[src/rtl/busmon_pkg.sv]
package busmon_pkg;
  localparam int ST_SCL   = 0;
  localparam int ST_SDA   = 1;
  localparam int ST_AFULL = 2;
  localparam int ST_FULL  = 3;
  localparam int NUM_ST   = 4;
  typedef logic [NUM_ST-1:0] st_vec_t;
endpackage

[src/rtl/busmon_low_timer.sv]
module busmon_low_timer #(
  parameter int CNT_W = 16
) (
  input  logic             clk,
  input  logic             rst_n,
  input  logic             line_in,
  input  logic [CNT_W-1:0] limit,
  output logic             trip
);
  localparam int W = CNT_W + 1;
  logic [W-1:0] cnt_q, cnt_d;
  logic [W-1:0] lim_x;
  logic         sat;

  assign lim_x = {1'b0, limit};
  assign sat   = (cnt_q > lim_x);
  assign trip  = !line_in && (cnt_q == lim_x);

  always_comb begin
    if (line_in)  cnt_d = '0;
    else if (sat) cnt_d = cnt_q;
    else          cnt_d = cnt_q + {{(W-1){1'b0}}, 1'b1};
  end

  always_ff @(posedge clk or negedge rst_n) begin
    if (!rst_n) cnt_q <= '0;
    else        cnt_q <= cnt_d;
  end
endmodule

[src/rtl/busmon_ring_space.sv]
module busmon_ring_space #(
  parameter int PTR_W     = 10,
  parameter int ALMOST_TH = 85
) (
  input  logic [PTR_W-1:0] wr_ptr,
  input  logic [PTR_W-1:0] rd_ptr,
  input  logic [PTR_W:0]   buf_size,
  input  logic             wr_done,
  input  logic             wr_req,
  input  logic [PTR_W:0]   wr_len,
  output logic             almost_evt,
  output logic             full_evt
);
  localparam int SZ_W = PTR_W + 1;
  localparam logic [SZ_W-1:0] TH = SZ_W'(ALMOST_TH);

  logic [SZ_W-1:0] diff, used, free_b;

  always_comb begin
    diff = {1'b0, wr_ptr} - {1'b0, rd_ptr};
    if (wr_ptr < rd_ptr) used = diff + buf_size;
    else                 used = diff;
    free_b     = buf_size - {{(SZ_W-1){1'b0}}, 1'b1} - used;
    almost_evt = wr_done && (free_b < TH);
    full_evt   = wr_req && (wr_len > free_b);
  end
endmodule

[src/rtl/busmon_status.sv]
module busmon_status
  import busmon_pkg::*;
(
  input  logic    clk,
  input  logic    rst_n,
  input  st_vec_t set_evt,
  input  logic    clr_wr,
  input  st_vec_t clr_data,
  output st_vec_t status,
  output st_vec_t pulse
);
  st_vec_t st_q, st_d, pl_q, clr_m;
  logic    st_en;

  always_comb begin
    clr_m = clr_wr ? clr_data : '0;
    st_en = (|set_evt) || clr_wr;
    st_d  = (st_q & ~clr_m) | set_evt;
  end

  always_ff @(posedge clk or negedge rst_n) begin
    if (!rst_n) begin
      st_q <= '0;
      pl_q <= '0;
    end else begin
      if (st_en) st_q <= st_d;
      pl_q <= set_evt;
    end
  end

  assign status = st_q;
  assign pulse  = pl_q;
endmodule

[src/rtl/bus_err_monitor.sv]
module bus_err_monitor
  import busmon_pkg::*;
#(
  parameter int CNT_W     = 16,
  parameter int PTR_W     = 10,
  parameter int ALMOST_TH = 85
) (
  input  logic             clk,
  input  logic             rst_n,
  input  logic             scl_in,
  input  logic             sda_in,
  input  logic [CNT_W-1:0] scl_limit,
  input  logic [CNT_W-1:0] sda_limit,
  input  logic [PTR_W-1:0] wr_ptr,
  input  logic [PTR_W-1:0] rd_ptr,
  input  logic [PTR_W:0]   buf_size,
  input  logic             wr_done,
  input  logic             wr_req,
  input  logic [PTR_W:0]   wr_len,
  input  logic             clr_wr,
  input  logic [3:0]       clr_data,
  output logic [3:0]       status,
  output logic [3:0]       evt_pulse
);
  localparam int NLINE = 2;

  st_vec_t           evt;
  logic [NLINE-1:0]  line_lvl;
  logic [CNT_W-1:0]  line_lim [NLINE];
  logic [NLINE-1:0]  line_trip;

  assign line_lvl    = {sda_in, scl_in};
  assign line_lim[0] = scl_limit;
  assign line_lim[1] = sda_limit;

  for (genvar g = 0; g < NLINE; g++) begin : g_line
    busmon_low_timer #(.CNT_W(CNT_W)) u_tmr (
      .clk     (clk),
      .rst_n   (rst_n),
      .line_in (line_lvl[g]),
      .limit   (line_lim[g]),
      .trip    (line_trip[g])
    );
  end

  busmon_ring_space #(.PTR_W(PTR_W), .ALMOST_TH(ALMOST_TH)) u_ring (
    .wr_ptr     (wr_ptr),
    .rd_ptr     (rd_ptr),
    .buf_size   (buf_size),
    .wr_done    (wr_done),
    .wr_req     (wr_req),
    .wr_len     (wr_len),
    .almost_evt (evt[ST_AFULL]),
    .full_evt   (evt[ST_FULL])
  );

  assign evt[ST_SCL] = line_trip[0];
  assign evt[ST_SDA] = line_trip[1];

  busmon_status u_stat (
    .clk      (clk),
    .rst_n    (rst_n),
    .set_evt  (evt),
    .clr_wr   (clr_wr),
    .clr_data (clr_data),
    .status   (status),
    .pulse    (evt_pulse)
  );
endmodule

[config.mk]
export PLATFORM = sky130hd
export DESIGN_NAME = bus_err_monitor
export DESIGN_NICKNAME = d
export VERILOG_FILES = /design/src/rtl/busmon_pkg.sv /design/src/rtl/busmon_low_timer.sv /design/src/rtl/busmon_ring_space.sv /design/src/rtl/busmon_status.sv /design/src/rtl/bus_err_monitor.sv
export SDC_FILE = /design/constraint.sdc
export NUM_CORES = 1
export LEC_CHECK = 0
export BUFFER_PORTS_ARGS = -buffer_cell sky130_fd_sc_hd__buf_2
export CAP_MARGIN = 20
export CORE_MARGIN = 2
export CORE_UTILIZATION = 40
export DETAILED_ROUTE_END_ITERATION = 6
export GPL_TIMING_DRIVEN = 0
export PLACE_DENSITY = 0.71
export SETUP_SLACK_MARGIN = 0.1
export SYNTH_ARGS = -nofsm -noshare
export SYNTH_HDL_FRONTEND = slang
export SYNTH_SLANG_ARGS = --single-unit
[constraint.sdc]
create_clock -name clk -period 5.8 [get_ports clk]
set_input_delay 1.16 -clock clk [delete_from_list [all_inputs] [get_ports clk]]
set_output_delay 1.16 -clock clk [all_outputs]
set_load 0.1 [all_outputs]
After elaboration in Yosys (flattened, before gate mapping)
Index checks and enable logic that the tools add are counted.
{"block": "totals", "output_inout_bits": 8, "word_cells": 36, "reg_bits": 42, "inputBits": 85}
{"block": "classes", "n_addsub": 6, "bitwise_logic": 3, "n_eq_ne": 4, "reduce_logical": 8, "order_cmp": 5, "muxes": 6}
{"cell": "17-bit 2-to-1 mux", "count": 4}
{"cell": "17-bit by 1-bit adder with 17-bit output, second input constant", "count": 2}
{"cell": "17-bit by 16-bit == test with 1-bit output", "count": 2}
{"cell": "17-bit by 16-bit greater-than comparator with 1-bit output", "count": 2}
{"cell": "11-bit adder", "count": 1}
{"cell": "11-bit greater-than comparator", "count": 1}
{"cell": "11-bit by 7-bit < comparator with 1-bit output, second input constant", "count": 1}
{"cell": "11-bit 2-to-1 mux", "count": 1}
{"cell": "10-bit by 10-bit subtractor with 11-bit output", "count": 1}
{"cell": "11-bit by 1-bit subtractor with 11-bit output, second input constant", "count": 1}
{"cell": "11-bit subtractor", "count": 1}
{"cell": "10-bit < comparator", "count": 1}
{"cell": "4-bit AND", "count": 1}
{"cell": "1-bit logical AND", "count": 4}
{"cell": "4-bit 2-to-1 mux", "count": 1}
{"cell": "2-bit inequality test, second input constant", "count": 2}
{"cell": "4-bit inverter", "count": 1}
{"cell": "4-bit bitwise OR", "count": 1}
{"cell": "4-bit OR reduction", "count": 1}
{"cell": "1-bit zero test", "count": 2}
{"cell": "1-bit logical OR", "count": 1}

Longest topological paths before layout
{"block": "logic_depth", "ltp_word": 8, "ltp_mapped": 29, "ltp_nobuf": 29}

By module
Synthesis repeated with hierarchy kept, for this count alone.
{"block": "hier_totals", "hier_cells": 675, "hier_area_um2": 5372.7}
{"module": "busmon_low_timer", "area_per_inst_um2": 1741.7, "cells_per_inst": 223, "instances": 2, "seq_area_each_um2": 425.4}
{"module": "busmon_ring_space", "area_per_inst_um2": 1644.1, "cells_per_inst": 213, "instances": 1, "seq_area_each_um2": 0.0}
{"module": "busmon_status", "area_per_inst_um2": 245.2, "cells_per_inst": 16, "instances": 1, "seq_area_each_um2": 200.2}

Worst setup path after synthesis
OpenSTA, ideal clock, no wires.
{"block": "synth_timing", "path_kind": "input-to-reg", "startpoint": "input rd_ptr[2]", "endpoint": "register u_stat.st_q[3], in the netlist u_stat.status[3]", "path_stages": 22, "t_required_ps": 5680, "arrival_ps": 5480, "setup_time_ps": 120, "n_path_buf": 1, "slack_ps": 200, "path_cell_list": "inv_1 > ha_1 > o21ai_0 > a21oi_1 > a2111oi_2 > o31ai_2 > clkbuf_1 > o21ai_0 > ha_1 > fa_1 > a21oi_1 > o211ai_1 > a21o_1 > a21oi_1 > o21ai_0 > xnor3_1 > ha_1 > nand2_1 > nor2_1 > o21a_1 > o311a_1 > a21o_1"}
{"block": "synth_between", "elab_chain_len": 8, "elab_cells_between_ends": 12, "cone_classes": "add/sub: 3; order compare: 3; mux: 1; bitwise: 1; reduce/logical: 4"}
{"item": "start, declared", "line": "bus_err_monitor.sv:15", "rtl": "input logic [PTR_W-1:0] rd_ptr,"}
{"item": "10-bit by 10-bit subtractor with 11-bit output", "line": "busmon_ring_space.sv:20", "rtl": "diff = {1'b0, wr_ptr} - {1'b0, rd_ptr};"}
{"item": "11-bit adder", "line": "busmon_ring_space.sv:21", "rtl": "if (wr_ptr < rd_ptr) used = diff + buf_size;"}
{"item": "11-bit 2-to-1 mux *", "line": "busmon_ring_space.sv:21"}
{"item": "11-bit subtractor *", "line": "busmon_ring_space.sv:23", "rtl": "free_b = buf_size - {{(SZ_W-1){1'b0}}, 1'b1} - used;"}
{"item": "11-bit greater-than comparator *", "line": "busmon_ring_space.sv:25", "rtl": "full_evt = wr_req && (wr_len > free_b);"}
{"item": "1-bit logical AND *", "line": "busmon_ring_space.sv:25"}
{"item": "via u_ring.full_evt", "line": "busmon_ring_space.sv:12", "rtl": "output logic full_evt"}
{"item": "4-bit OR reduction", "line": "busmon_status.sv:17", "rtl": "st_en = (|set_evt) || clr_wr;"}
{"item": "1-bit logical OR", "line": "busmon_status.sv:17"}
{"item": "end signal, assigned", "line": "busmon_status.sv:26", "rtl": "if (st_en) st_q <= st_d;"}
{"item": "end, declared", "line": "busmon_status.sv:12", "rtl": "st_vec_t st_q, st_d, pl_q, clr_m;"}
The timed path passes the listed nets; every way through them passes the cells marked *.
A chain may end at the register's enable or synchronous reset.

Worst setup path after layout
{"block": "layout_timing", "startpoint": "input wr_ptr[0]", "endpoint": "register u_stat.st_q[3], in the netlist u_stat.status[3]"}
{"block": "layout_between", "elab_chain_len": 8, "elab_cells_between_ends": 12, "cone_classes": "add/sub: 3; order compare: 3; mux: 1; bitwise: 1; reduce/logical: 4"}
{"item": "start, declared", "line": "bus_err_monitor.sv:14", "rtl": "input logic [PTR_W-1:0] wr_ptr,"}
{"item": "10-bit by 10-bit subtractor with 11-bit output", "line": "busmon_ring_space.sv:20"}
{"item": "11-bit adder", "line": "busmon_ring_space.sv:21"}
{"item": "11-bit 2-to-1 mux *", "line": "busmon_ring_space.sv:21"}
{"item": "11-bit subtractor *", "line": "busmon_ring_space.sv:23"}
{"item": "11-bit greater-than comparator *", "line": "busmon_ring_space.sv:25"}
{"item": "1-bit logical AND *", "line": "busmon_ring_space.sv:25"}
{"item": "via u_ring.full_evt", "line": "busmon_ring_space.sv:12"}
{"item": "4-bit OR reduction", "line": "busmon_status.sv:17"}
{"item": "1-bit logical OR", "line": "busmon_status.sv:17"}
Marks and branches as above.

==> qor.txt <==
DRT antenna net count: 0
Routed WL: 11.0 mm
Clock sinks: 42
Reg-to-Reg End: g_line[1].u_tmr.cnt_q[15]
I/O pin count: 93
Cell Count, Final, Fillers Out: 781
Final Total Pwr: 1.26 mW
Fmax: 180 MHz
Final Setup Violations: 0
Layout cells sized above 1: 0.215
GRT Total Usage: 0.189
Core area: 10,900 um2
RSZ-0062 raised after global routing: yes
CTS Hold Buffers Added: 0
Max IR drop VDD: 0.115 mV
Most common cell on crit path: ha_1
Buffers on Ports: 91
#FFs+latches synth: 42
Global route overflow: 0
Via count: 4,307
Max-Cap Viols: 0
Final Instance Area: 5370 um2
Chip height: 110 um
CTS H-tree depth: 2
Root buffer cell: clkbuf_8
Area leader, netlist: dfrtp_1
Top cells by area, synth: dfrtp_1, ha_1, a21oi_1, inv_1, a21o_1
Die width: 110 um
Inserted Clock Buffers: 5
Crit-path max FO: 4
Synthesized cell area: 4480 um2
Critical path data required time: 5.99 ns
Commonest non-fill, non-tap cell in the layout: buf_2
Status: completed
Slew HR: 0.364
Setup_tns: 0 ns
Hold path depth: 1
Worst Path Buf+Inv: 3
Most frequent cells in the layout: buf_2, ha_1, inv_1
Initial core utilization: 0.412
Critical path depth in cells: 25
Drt pass-1 iters: 4
Seq. cell area: 1050 um2
Hold Worst Slack: 0.481 ns
CTS tree: built
CP endpoint kind: flip-flop
Post-synthesis sequential area ratio: 0.235
Cells after synthesis: 535
PwrDens: 234 nW/um2
Global-route wire length before repair: 18.6 mm
Number of global-route vias before repair: 4,357
CTS Buffer Depth: 2
Cell count of the worst reg-to-reg path: 9
Dpl hpwl: 9.11 mm
Placed instance count: 766
Setup WS post-layout: 0.237 ns
Clk_skew: 0.0103 ns
Pin count of the biggest net entering global routing: 43
Area Growth Syn to Fin: 19.8%
Die area: 12,100 um2
FF-to-FF setup slack: 2.87 ns
EDFF count, synth: 0
CP delay by family, top: compound AO/OA/AOI/OAI gates
ANT cells: 0
Area of placed instances: 5110 um2
CTS clk-pin slew, worst paths: 0.09 ns
Max stage delay on crit path: 0.59 ns
First DRT Iteration DRCs: 141
Hold Path Sink: u_stat.status[1]
Wire length per cell: 14.1 um
Type of origin of the critical path: input pin
Period Utilization, post-route: 0.959
Antenna violations before repair: 0
HP Class: reg2reg
Clk Latency, worst-skew pair: 0.30 ns
Post-synthesis cell type count: 52
Nets: 803
Post-synth top flop: dfrtp_1
Worst r2r src: g_line[1].u_tmr.cnt_q[2]
Area of the multi-input gates: 3270 um2
Fin. Hold Viols: 0
Vias per inst: 5.51
Yosys warning total: 0
Worst Tran Pin Value: 0.954 ns
Final core utilization: 0.493
# rows: 38
Average cell area after synthesis: 8.38 um2
Static Leakage: 2.77 nW
Ys async rst share: 1.00
Mapped Nets: 698
RePlAce Congestion: 0.861
DRC viols: 0
Filler cell count: 1,007
Arrival time at the worst endpoint: 5.75 ns
Tmin final: 5.56 ns
CP Class: in2reg
Slowest cell on the critical path: fa_2
Critical hold path startpoint: u_stat.status[1]
Post-synth top area share: 0.235
Placement Setup Slack: -0.533 ns
Final Max Tran Viols: 0
metal layers:
metal,share of wire,GRT usage,vias up,wire [um]
met4,0.020,0.0552,0,220
met3,0.043,0.0219,19,471
met2,0.51,0.367,119,5680
met5,0,0,-,0
met1,0.42,0.214,2031,4660
li1,-,-,2138,-
synthesized netlist by cell type (all sizes together), types with 2 or more instances:
master and number:
nand2 27, nor4 2, o31a 2, o21ai 28
dfrtp 42, fa 3, nand4b 2, nor2 37
nand3 19, mux2 6, nand2b 4, nand3b 2
nand4 7, o31ai 9, a21o 22, o211ai 5
o21a 13, a21boi 2, nor3b 2, or3 13
and4 3, and3 8, o2111ai 2, mux2i 7
ha 75, and2 3, xnor2 13, or2 3
xor2 9, nor2b 13, or4 8, clkbuf 6
inv 63, nor3 7, a211oi 4, a21oi 49
o22ai 2
flip-flops by register name, summed over array words and instances, names as in the netlist:
signal and cells:
g_line.u_tmr.cnt_q 34, u_stat.pulse 4, u_stat.status 4
cell type report:
cell class,instances,share of cell area
Clock buffer,6,0.0154
Inverter,63,0.0445
Multi-Input combinational cell,423,0.608
Timing Repair Buffer,98,0.0958
Buffer,7,0.00536
Tap cell,140,0.0326
Sequential cell,42,0.196
Clock inverter,2,0.00233
logic make-up after synthesis:
group           count (synthesis)  share of synthesized area
simple gates                  161                      0.189
compound gates                148                      0.216
fa+ha+maj                      78                      0.223
buf+inv                        70                     0.0589
flops                          42                      0.235
xor+xnor                       23                     0.0480
mux                            13                     0.0307
worst max path at each step:
stage	slack, ns	to	start
after global routing	-0.02	u_stat.status[3]	wr_ptr[0]
after floorplan	0.20	u_stat.status[3]	rd_ptr[2]
after CTS	0.10	u_stat.status[3]	wr_ptr[0]
after global placement	-0.52	u_stat.status[3]	wr_ptr[2]
after detailed placement	-0.53	u_stat.status[3]	rd_ptr[2]
final	0.24	u_stat.status[3]	wr_ptr[0]
power breakdown:
part,total [mW],internal (mW),switching [mW]
clock,0.201,0.0958,0.105
sequential,0.313,0.305,0.00877
combinational,0.744,0.333,0.412
total,1.26,0.733,0.526
repair_timing:
| action | CTS | global route |
|---|---|---|
| pin swaps | 1 | 26 |
| endpoints found under the setup margin | 2 | 2 |
| resized for setup | 4 | 23 |
| setup buffers | 0 | 7 |
No activity file was read; power rests on OpenSTA's default activity.
